`config.mk`:
```
export PLATFORM = sky130hd
export DESIGN_NAME = dual_phase_timer
export DESIGN_NICKNAME = d
export VERILOG_FILES = /design/src/rtl/dpt_pkg.sv /design/src/rtl/dpt_regs.sv /design/src/rtl/dpt_core.sv /design/src/rtl/dual_phase_timer.sv
export SDC_FILE = /design/constraint.sdc
export NUM_CORES = 1
export LEC_CHECK = 0
export ABC_AREA = 0
export BUFFER_PORTS_ARGS = -buffer_cell sky130_fd_sc_hd__buf_2
export CORE_MARGIN = 2
export CORE_UTILIZATION = 46
export DETAILED_ROUTE_END_ITERATION = 8
export GPL_TIMING_DRIVEN = 0
export SLEW_MARGIN = 5
export SYNTH_ARGS = -nofsm -noshare
export SYNTH_HDL_FRONTEND = slang
export SYNTH_HIERARCHICAL = 1
export SYNTH_SLANG_ARGS = --single-unit
```
`constraint.sdc`:
```
create_clock -name clk -period 3.6 [get_ports clk]
set_input_delay 0.18 -clock clk [delete_from_list [all_inputs] [get_ports clk]]
set_output_delay 0.18 -clock clk [all_outputs]
set_load 0.01 [all_outputs]
```
`src/rtl/dpt_pkg.sv`:
```
package dpt_pkg;

  localparam int NUM_TMR = 2;

  typedef enum logic [1:0] {
    PH_IDLE = 2'd0,
    PH_LOW  = 2'd1,
    PH_HIGH = 2'd2,
    PH_WDOG = 2'd3
  } phase_e;

  // control-to-datapath strobes, one bit per timer
  typedef struct packed {
    logic [NUM_TMR-1:0] start;
    logic [NUM_TMR-1:0] stop;
  } tmrStrobe_t;

endpackage

```
`src/rtl/dpt_regs.sv`:
```
module dpt_regs
  import dpt_pkg::*;
#(
  parameter int CNT_W    = 16,
  parameter int ADDR_W   = 5,
  parameter int DATA_W   = 32,
  parameter int WD_SHIFT = 2
) (
  input  logic                            clk,
  input  logic                            rst_n,
  input  logic [ADDR_W-1:0]               busAddr,
  input  logic                            busWe,
  input  logic [DATA_W-1:0]               busWdata,
  output logic [DATA_W-1:0]               busRdata,
  input  logic [NUM_TMR-1:0][1:0]         phase,
  input  logic [NUM_TMR-1:0][CNT_W-1:0]   cnt,
  output tmrStrobe_t                      strobe,
  output logic [NUM_TMR-1:0][CNT_W-1:0]   lowLen,
  output logic [NUM_TMR-1:0][CNT_W-1:0]   highLen,
  output logic                            wdMode,
  output logic [CNT_W-1:0]                wdLen
);

  localparam int IDX_W    = ADDR_W - 2;
  localparam int IDX_CTRL = 0;
  localparam int IDX_LO1  = 1;
  localparam int IDX_LO0  = 2;
  localparam int IDX_HI1  = 3;
  localparam int IDX_HI0  = 4;

  logic [IDX_W-1:0]         wIdx;
  logic                     ctrlWr;
  logic [NUM_TMR-1:0]       enReg;
  logic [NUM_TMR-1:0][CNT_W-1:0] rdLow;
  logic [NUM_TMR-1:0][CNT_W-1:0] rdHigh;

  assign wIdx   = busAddr[ADDR_W-1:2];
  assign ctrlWr = busWe && (wIdx == IDX_W'(IDX_CTRL));

  always_ff @(posedge clk) begin
    if (!rst_n)      enReg <= '0;
    else if (ctrlWr) enReg <= busWdata[NUM_TMR-1:0];
  end

  // start only on a 0->1 edge; a bit kept at 1 leaves its timer alone
  assign strobe.start = ctrlWr ? (busWdata[NUM_TMR-1:0] & ~enReg) : '0;
  assign strobe.stop  = ctrlWr ? ~busWdata[NUM_TMR-1:0] : '0;

  for (genvar gi = 0; gi < NUM_TMR; gi++) begin : g_tmr
    localparam int LO_IDX = (gi == 0) ? IDX_LO0 : IDX_LO1;
    localparam int HI_IDX = (gi == 0) ? IDX_HI0 : IDX_HI1;
    logic [CNT_W-1:0] lowQ;
    logic [CNT_W-1:0] highQ;
    phase_e           ph;

    always_ff @(posedge clk) begin
      if (!rst_n) begin
        lowQ  <= '0;
        highQ <= '0;
      end else if (busWe) begin
        if (wIdx == IDX_W'(LO_IDX)) lowQ  <= busWdata[CNT_W-1:0];
        if (wIdx == IDX_W'(HI_IDX)) highQ <= busWdata[CNT_W-1:0];
      end
    end

    assign ph          = phase_e'(phase[gi]);
    assign lowLen[gi]  = lowQ;
    assign highLen[gi] = highQ;

    always_comb begin
      case (ph)
        PH_LOW:  rdLow[gi] = cnt[gi];
        PH_HIGH: rdLow[gi] = '0;
        default: rdLow[gi] = lowQ;
      endcase
      rdHigh[gi] = (ph == PH_HIGH) ? cnt[gi] : highQ;
    end
  end

  assign wdMode = (lowLen[0][7:0] == 8'hFF);
  assign wdLen  = CNT_W'(lowLen[0][15:8]) << WD_SHIFT;

  always_comb begin
    case (wIdx)
      IDX_W'(IDX_CTRL): busRdata = DATA_W'(enReg);
      IDX_W'(IDX_LO1):  busRdata = DATA_W'(rdLow[1]);
      IDX_W'(IDX_LO0):  busRdata = DATA_W'(rdLow[0]);
      IDX_W'(IDX_HI1):  busRdata = DATA_W'(rdHigh[1]);
      IDX_W'(IDX_HI0):  busRdata = DATA_W'(rdHigh[0]);
      default:          busRdata = '0;
    endcase
  end

endmodule

```
`src/rtl/dpt_core.sv`:
```
module dpt_core
  import dpt_pkg::*;
#(
  parameter int CNT_W = 16
) (
  input  logic                            clk,
  input  logic                            rst_n,
  input  tmrStrobe_t                      strobe,
  input  logic [NUM_TMR-1:0][CNT_W-1:0]   lowLen,
  input  logic [NUM_TMR-1:0][CNT_W-1:0]   highLen,
  input  logic                            wdMode,
  input  logic [CNT_W-1:0]                wdLen,
  output logic [NUM_TMR-1:0][1:0]         phase,
  output logic [NUM_TMR-1:0][CNT_W-1:0]   cnt,
  output logic [NUM_TMR-1:0]              tmrOut,
  output logic [NUM_TMR-1:0]              tmrIrq,
  output logic                            wdogRst
);

  logic [NUM_TMR-1:0] expireVec;
  logic               wdogQ;

  for (genvar gi = 0; gi < NUM_TMR; gi++) begin : g_tmr
    logic             isWd;
    phase_e           phQ, phN, loadPh;
    logic [CNT_W-1:0] cntQ, cntN, loadCnt;
    logic             reload, expire, irqQ;

    // only timer 0 can become a watchdog
    if (gi == 0) begin : g_wd
      assign isWd = wdMode;
    end else begin : g_nowd
      assign isWd = 1'b0;
    end

    // value a fresh period starts from; empty phases are skipped
    always_comb begin
      if (isWd) begin
        loadPh  = (wdLen != '0) ? PH_WDOG : PH_IDLE;
        loadCnt = wdLen;
      end else if (lowLen[gi] != '0) begin
        loadPh  = PH_LOW;
        loadCnt = lowLen[gi];
      end else if (highLen[gi] != '0) begin
        loadPh  = PH_HIGH;
        loadCnt = highLen[gi];
      end else begin
        loadPh  = PH_IDLE;
        loadCnt = '0;
      end
    end

    always_comb begin
      phN    = phQ;
      cntN   = cntQ;
      reload = 1'b0;
      expire = 1'b0;
      if (strobe.stop[gi]) begin
        phN  = PH_IDLE;
        cntN = '0;
      end else if (strobe.start[gi]) begin
        phN  = loadPh;
        cntN = loadCnt;
      end else begin
        case (phQ)
          PH_LOW: begin
            if (cntQ > CNT_W'(1)) begin
              cntN = cntQ - CNT_W'(1);
            end else if (highLen[gi] != '0) begin
              phN  = PH_HIGH;
              cntN = highLen[gi];
            end else begin
              reload = 1'b1;
              phN    = loadPh;
              cntN   = loadCnt;
            end
          end
          PH_HIGH: begin
            if (cntQ > CNT_W'(1)) begin
              cntN = cntQ - CNT_W'(1);
            end else begin
              reload = 1'b1;
              phN    = loadPh;
              cntN   = loadCnt;
            end
          end
          PH_WDOG: begin
            if (cntQ > CNT_W'(1)) begin
              cntN = cntQ - CNT_W'(1);
            end else begin
              expire = 1'b1;
              phN    = PH_IDLE;
              cntN   = '0;
            end
          end
          default: ;
        endcase
      end
    end

    always_ff @(posedge clk) begin
      if (!rst_n) begin
        phQ  <= PH_IDLE;
        cntQ <= '0;
        irqQ <= 1'b0;
      end else begin
        phQ  <= phN;
        cntQ <= cntN;
        irqQ <= reload && !isWd;
      end
    end

    assign phase[gi]     = phQ;
    assign cnt[gi]       = cntQ;
    assign tmrOut[gi]    = (phQ == PH_HIGH);
    assign tmrIrq[gi]    = irqQ;
    assign expireVec[gi] = expire;


    stop_idle_chk: assert property (@(posedge clk) disable iff (!rst_n)
      strobe.stop[gi] |=> (phase_e'(phase[gi]) == PH_IDLE));


    live_count_chk: assert property (@(posedge clk) disable iff (!rst_n)
      (phase_e'(phase[gi]) != PH_IDLE) |-> (cnt[gi] != '0));


    irq_source_chk: assert property (@(posedge clk) disable iff (!rst_n)
      tmrIrq[gi] |-> ($past(phase[gi]) != 2'(PH_IDLE)));
  end

  always_ff @(posedge clk) begin
    if (!rst_n) wdogQ <= 1'b0;
    else        wdogQ <= wdogQ | (|expireVec);
  end
  assign wdogRst = wdogQ;


  wdog_sticky_chk: assert property (@(posedge clk) disable iff (!rst_n)
    wdogRst |=> wdogRst);


  wd_no_irq_chk: assert property (@(posedge clk) disable iff (!rst_n)
    tmrIrq[0] |-> !$past(wdMode));

endmodule

```
`src/rtl/dual_phase_timer.sv`:
```
module dual_phase_timer
  import dpt_pkg::*;
#(
  parameter int CNT_W    = 16,
  parameter int ADDR_W   = 5,
  parameter int DATA_W   = 32,
  parameter int WD_SHIFT = 2
) (
  input  logic              clk,
  input  logic              rst_n,
  input  logic [ADDR_W-1:0] busAddr,
  input  logic              busWe,
  input  logic [DATA_W-1:0] busWdata,
  output logic [DATA_W-1:0] busRdata,
  output logic [1:0]        tmrOut,
  output logic [1:0]        tmrIrq,
  output logic              wdogRst
);

  tmrStrobe_t                      strobe;
  logic [NUM_TMR-1:0][1:0]         phase;
  logic [NUM_TMR-1:0][CNT_W-1:0]   cnt;
  logic [NUM_TMR-1:0][CNT_W-1:0]   lowLen;
  logic [NUM_TMR-1:0][CNT_W-1:0]   highLen;
  logic                            wdMode;
  logic [CNT_W-1:0]                wdLen;

  dpt_regs #(
    .CNT_W(CNT_W), .ADDR_W(ADDR_W), .DATA_W(DATA_W), .WD_SHIFT(WD_SHIFT)
  ) i_regs (
    .clk(clk), .rst_n(rst_n),
    .busAddr(busAddr), .busWe(busWe), .busWdata(busWdata), .busRdata(busRdata),
    .phase(phase), .cnt(cnt), .strobe(strobe),
    .lowLen(lowLen), .highLen(highLen), .wdMode(wdMode), .wdLen(wdLen)
  );

  dpt_core #(
    .CNT_W(CNT_W)
  ) i_core (
    .clk(clk), .rst_n(rst_n), .strobe(strobe),
    .lowLen(lowLen), .highLen(highLen), .wdMode(wdMode), .wdLen(wdLen),
    .phase(phase), .cnt(cnt), .tmrOut(tmrOut), .tmrIrq(tmrIrq), .wdogRst(wdogRst)
  );

endmodule

```
# Yosys cells after proc, flatten, opt, wreduce, memory -nomap -nowiden
# Cells that the tools add are included.
# totals
input_bits	40
ff_bits	105
out_inout_bits	37
word_cells	117
# op_classes
bitwise	5
order_cmp	2
muxes	58
eq_ne	17
n_addsub	2
reduce_logical	21
# op_table
cell	count
$mux W16	17
$pmux W16 S3	2
$pmux W16 S5	1
$reduce_bool A16 Y1	5
$pmux W16 S2	2
$mux W2	18
$gt A16 B1 Y1 const B	2
$sub A16 B1 Y16 const B	2
$ne A3 B2 Y1 const B	6
$mux W1	14
$pmux W2 S3	2
$eq A2 B2 Y1 const B	4
$eq A8 B8 Y1 const B	1
$reduce_and A2 Y1	4
$reduce_and A4 Y1	2
$reduce_bool A4 Y1	2
$eq A3 B2 Y1 const B	2
$reduce_or A2 Y1	3
$eq A2 B1 Y1 const B	2
$not A2 Y2	2
$pmux W1 S2	2
$eq A3 B1 Y1 const B	1
$eq A3 B3 Y1 const B	1
$logic_not A3 Y1	1
6 further kinds	7

# Logic depth before layout (Yosys ltp)
# depth
word_depth	8
mapped_depth	12
depth_no_buf	8

# Modules after synthesis
# Netlist, hierarchy kept.
# by_module_without_submodules
mod	n_inst	cells_each	area_each_um2
dpt_regs	1	525	4112.7
dpt_core	1	499	3578.4

# Worst setup path before layout
# No wires, ideal clock.
# synth_path
kind	input -> register
startpoint	in busAddr[3]
endpoint	reg i_core.g_tmr[0].cntQ[1]
stages	12
setup_ps	139
slack_ps	1081
arrival_ps	2380
n_path_buf	4
path_cell_list	buf_2 -> or4b_4 -> buf_6 -> nor3b_1 -> clkbuf_1 -> inv_1 -> nand2_1 -> or2_2 -> clkbuf_1 -> o21ai_0 -> a211oi_1 -> a211oi_1
# synth_lines
item	line	source
from (decl)	dual_phase_timer.sv:11	input logic [ADDR_W-1:0] busAddr,
to (signal assigned)	dpt_core.sv:108	cntQ <= cntN;
to (decl)	dpt_core.sv:26	logic [CNT_W-1:0] cntQ, cntN, loadCnt;

# Final worst setup path
# layout_path
startpoint	reg i_core.g_tmr[0].cntQ[2]
endpoint	reg i_core.g_tmr[0].cntQ[9]
# layout_between
elab_chain_cells	4
# layout_lines
item	line	source
$sub A16 B1 Y16 or $gt A16 B1 Y1 (tied branches)	-	
$mux W16 (on tied branches)	dpt_core.sv:88, dpt_core.sv:67, dpt_core.sv:79	
$pmux W16 S3 (*)	dpt_core.sv:65	case (phQ)
$mux W16 (*)	dpt_core.sv:61	end else if (strobe.start[gi]) begin
# Every way passes the cells marked *; elsewhere a longest branch is shown, timed or not.
# A chain may end at the register's enable or synchronous reset.

==> flow_metrics.env <==
export IMPL_p_leak_nw=3.13
export IMPL_synthMuxAreaShare_pct=5.79
export IMPL_synth_compound_area_share_pct=27.4
export IMPL_reg2regPathDepth=7
export IMPL_r2r_slack_ns=0.32
export IMPL_clk_pin_slew_ns=0.08
export IMPL_cts_root_buf="clkbuf_16"
export IMPL_cts_tree="built"
export IMPL_drt_iter0_markers=1050
export IMPL_cp_start_kind="register"
export IMPL_via_per_inst=6.14
export IMPL_die_w_um=133
export IMPL_skew_ns=0.0121
export IMPL_r2r_end="i_core/g_tmr[0].cntQ[9]"
export IMPL_drc_errors=0
export IMPL_fin_crit_ns=3.28
export IMPL_required_ns=3.89
export IMPL_hold_path_class="in2reg"
export IMPL_ys_seq_area_share_pct=27.3
export IMPL_synth_main_ff_cell="dfxtp_1"
export IMPL_synth_distinct_cells=74
export IMPL_grt_overflow=0
export IMPL_first_pass_iters=6
export IMPL_dp_hpwl_mm=22.2
export IMPL_clock_fmax_mhz=305
export IMPL_ios=77
export IMPL_p_per_area_nw_per_um2=577
export IMPL_final_nets=1154
export IMPL_fillers=1707
export IMPL_synth_simple_area_share_pct=26.0
export IMPL_slew_headroom_pct=24.2
export IMPL_tightest_slew_ns=1.11
export IMPL_grt_max_degree=20
export IMPL_fin_tns_setup_ns=0
export IMPL_synthXorXnorAreaFrac_pct=2.39
export IMPL_synth_cells=1024
export IMPL_hold_slack_ns=0.111
export IMPL_cp_slowest_cell="a2111oi_0"
export IMPL_setup_violations_final=0
export IMPL_ant_nets=0
export IMPL_wl_met2_mm=11.9
export IMPL_whs_endpoint="i_regs/g_tmr[0].highQ[15]"
export IMPL_status="complete, no violations"
export IMPL_htreeDepth=3
export IMPL_drv_cap=0
export IMPL_core_um2=16500
export IMPL_r2r_start="i_core/g_tmr[0].cntQ[2]"
export IMPL_portBuffers=42
export IMPL_clk_path_buf_depth=2
export IMPL_wirelength_met1_mm=13.0
export IMPL_final_hold_violation_count=0
export IMPL_cts_hold_buffers=0
export IMPL_numCtsBuffers=9
export IMPL_drive_gt1_share_pct=13.7
export IMPL_num_rows=47
export IMPL_top_layer="met4"
export IMPL_synth_area_um2=7690
export IMPL_crit_chain="nor4_1 > and2_1 > buf_4 > a21oi_2 > a2111oi_0 > a2111oi_0 > nor3_1"
export IMPL_cts_setup_buffers=0
export IMPL_crit_arrival_ns=3.57
export IMPL_setup_ws_ns=0.322
export IMPL_start_util_pct=46.7
export IMPL_preCtsSetupSlack_ns=0.238
export IMPL_vias=8131
export IMPL_peakVddDrop_uv=436
export IMPL_finalCritPeriodShare_pct=91.1
export IMPL_cp_num_buf_inv=1
export IMPL_async_reset_ff_share_pct=0
export IMPL_clk_insertion_delay_late_ns=0.36
export IMPL_slowest_delay_ns=1.01
export IMPL_cts_sinks=105
export IMPL_p_total_mw=4.93
export IMPL_rsz0062_at_grt="no"
export IMPL_place_congestion=1.01
export IMPL_grt_pass1_vias=7393
export IMPL_synth_seq_cells=105
export IMPL_slew_viol_final=0
export IMPL_cpMostUsedCell="a2111oi_0"
export IMPL_yosysWarnings=6
export IMPL_dieArea_um2=17800
export IMPL_synth_top_family_by_area="compound AO/OA/AOI/OAI gates"
export IMPL_dr_wl_met3_mm=3.34
export IMPL_worstSetupPathType="reg2reg"
export IMPL_cts_resized=0
export IMPL_routedWlPerCell_um=22.1
export IMPL_antenna_found_initial=0
export IMPL_grt_pass1_wl_mm=44.2
export IMPL_area_growth_syn_to_layout_pct=11.2
export IMPL_syn_avg_cell_area_um2=7.51
export IMPL_synth_enable_flop_cells=0
export IMPL_cp_end_kind="register"
export IMPL_min_from="busWdata[15]"
export IMPL_die_y_um=133
export IMPL_hold_depth=3
export IMPL_grt_use_total_pct=32.8
export IMPL_crit_family="compound AO/OA/AOI/OAI gates"
export IMPL_critPathMaxFanout=9
export IMPL_wl_mm=29.3
export IMPL_synthAdderAreaFrac_pct=2.28
export IMPL_n_antenna_cell=0
[cells in the mapped netlist (all sizes together), types with 4 or more instances]
| library cell | n | area [um2] |
|---|---|---|
| nor3 | 13 | 65.1 |
| a311o | 14 | 140 |
| a31oi | 12 | 75.1 |
| a21oi | 76 | 384 |
| mux2 | 4 | 45.0 |
| buf | 63 | 432 |
| ha | 14 | 175 |
| nor4 | 28 | 175 |
| nand2 | 205 | 769 |
| mux2i | 40 | 400 |
| o22ai | 5 | 45.0 |
| nand3b | 20 | 150 |
| a211oi | 11 | 82.6 |
| xnor2 | 16 | 140 |
| nor2 | 53 | 201 |
| o221a | 5 | 56.3 |
| a221o | 14 | 140 |
| or2 | 4 | 25.0 |
| nand2b | 10 | 62.6 |
| nor2b | 15 | 93.8 |
| inv | 22 | 82.6 |
| clkbuf | 41 | 159 |
| nor3b | 4 | 30.0 |
| nand3 | 13 | 65.1 |
| o21ai | 55 | 287 |
| xor2 | 5 | 43.8 |
| or4 | 9 | 75.1 |
| o31ai | 5 | 37.5 |
| dfxtp | 105 | 2100 |
| a21o | 4 | 31.3 |
| a21boi | 66 | 495 |
| a221oi | 6 | 65.1 |
| nand4 | 11 | 68.8 |
| or3 | 4 | 25.0 |
[logic make-up (layout without fill, tap and decap cells)]
group / after synthesis / in the layout
AO/OA/AOI/OAI: 304 / 304
XOR/XNOR: 21 / 21
adder cells (fa/ha/maj): 14 / 14
buffers and inverters: 126 / 184
flip-flops: 105 / 105
multiplexers: 44 / 44
other: 1 / 24
AND/OR/NAND/NOR: 409 / 409
[per-stage QoR]
stage,std cells,utilization [%],cell area [um2]
after global routing,1325,52.0,8550
after CTS,1325,52.0,8550
after detailed placement,1309,50.2,8260
after floorplan,1047,-,7780
after global placement,1309,50.2,8260
final,1325,52.0,8550
[layout make-up]
class,count,area (um2),area share (%)
buffer,104,591,6.90
clock buffer,10,229,2.68
clock inverter,6,62.6,0.731
inverter,22,82.6,0.965
multi-input combinational,816,5000,58.5
sequential,105,2100,24.6
tap,220,275,3.22
timing repair buffer,42,210,2.46
[per-layer routing]
layer / vias up / GRT usage, %
li1: 3802 / -
met1: 3787 / 48.2
met2: 475 / 45.7
met3: 67 / 8.68
met4: 0 / 12.4
met5: - / 0
[placed cells by master, fill, tap and decap left out, drive strengths merged, types with 20 or more instances in the layout]
cell	count
nand2	205
buf	105
dfxtp	105
nor2	53
a21oi	76
nor4	28
conb	24
clkbuf	51
inv	24
nand3b	20
o21ai	55
mux2i	40
a21boi	66
[worst max-delay path by stage]
stage	start	end	slack [ns]	cells past startpoint
2_1_floorplan	busAddr[3]	i_core/g_tmr[0].cntQ[1]	1.08	12
3_3_place_gp	busAddr[4]	i_core/g_tmr[0].cntQ[1]	0.20	13
3_5_place_dp	busAddr[4]	i_core/g_tmr[0].cntQ[1]	0.24	13
4_1_cts	i_core/g_tmr[0].cntQ[9]	i_core/g_tmr[0].cntQ[9]	0.55	7
5_1_grt	i_core/g_tmr[0].cntQ[2]	i_core/g_tmr[0].cntQ[9]	0.11	7
6_report	i_core/g_tmr[0].cntQ[2]	i_core/g_tmr[0].cntQ[9]	0.32	7
[power by group]
group          leakage, nW  switching [mW]  internal (mW)
registers            0.850           0.184           1.25
logic                 2.13            1.56          0.937
clock network        0.142           0.512          0.488
total                 3.13            2.26           2.67
[worst reg2reg max path, delay by kind of cell (launching register included)]
family | cells | cell delay (ns)
AO/OA/AOI/OAI | 3 | 1.38
AND/OR/NAND/NOR | 3 | 1.27
flip-flops | 1 | 0.39
buffers and inverters | 1 | 0.17
[state kept, by name (all words and copies together), names as in the netlist]
name	flops
i_regs/enReg	2
i_core/wdogRst	1
i_core/g_tmr.irqQ	2
i_regs/g_tmr.lowQ	32
i_regs/g_tmr.highQ	32
i_core/g_tmr.phQ	4
i_core/g_tmr.cntQ	32
Note: power is estimated with default switching activity, not from simulation.
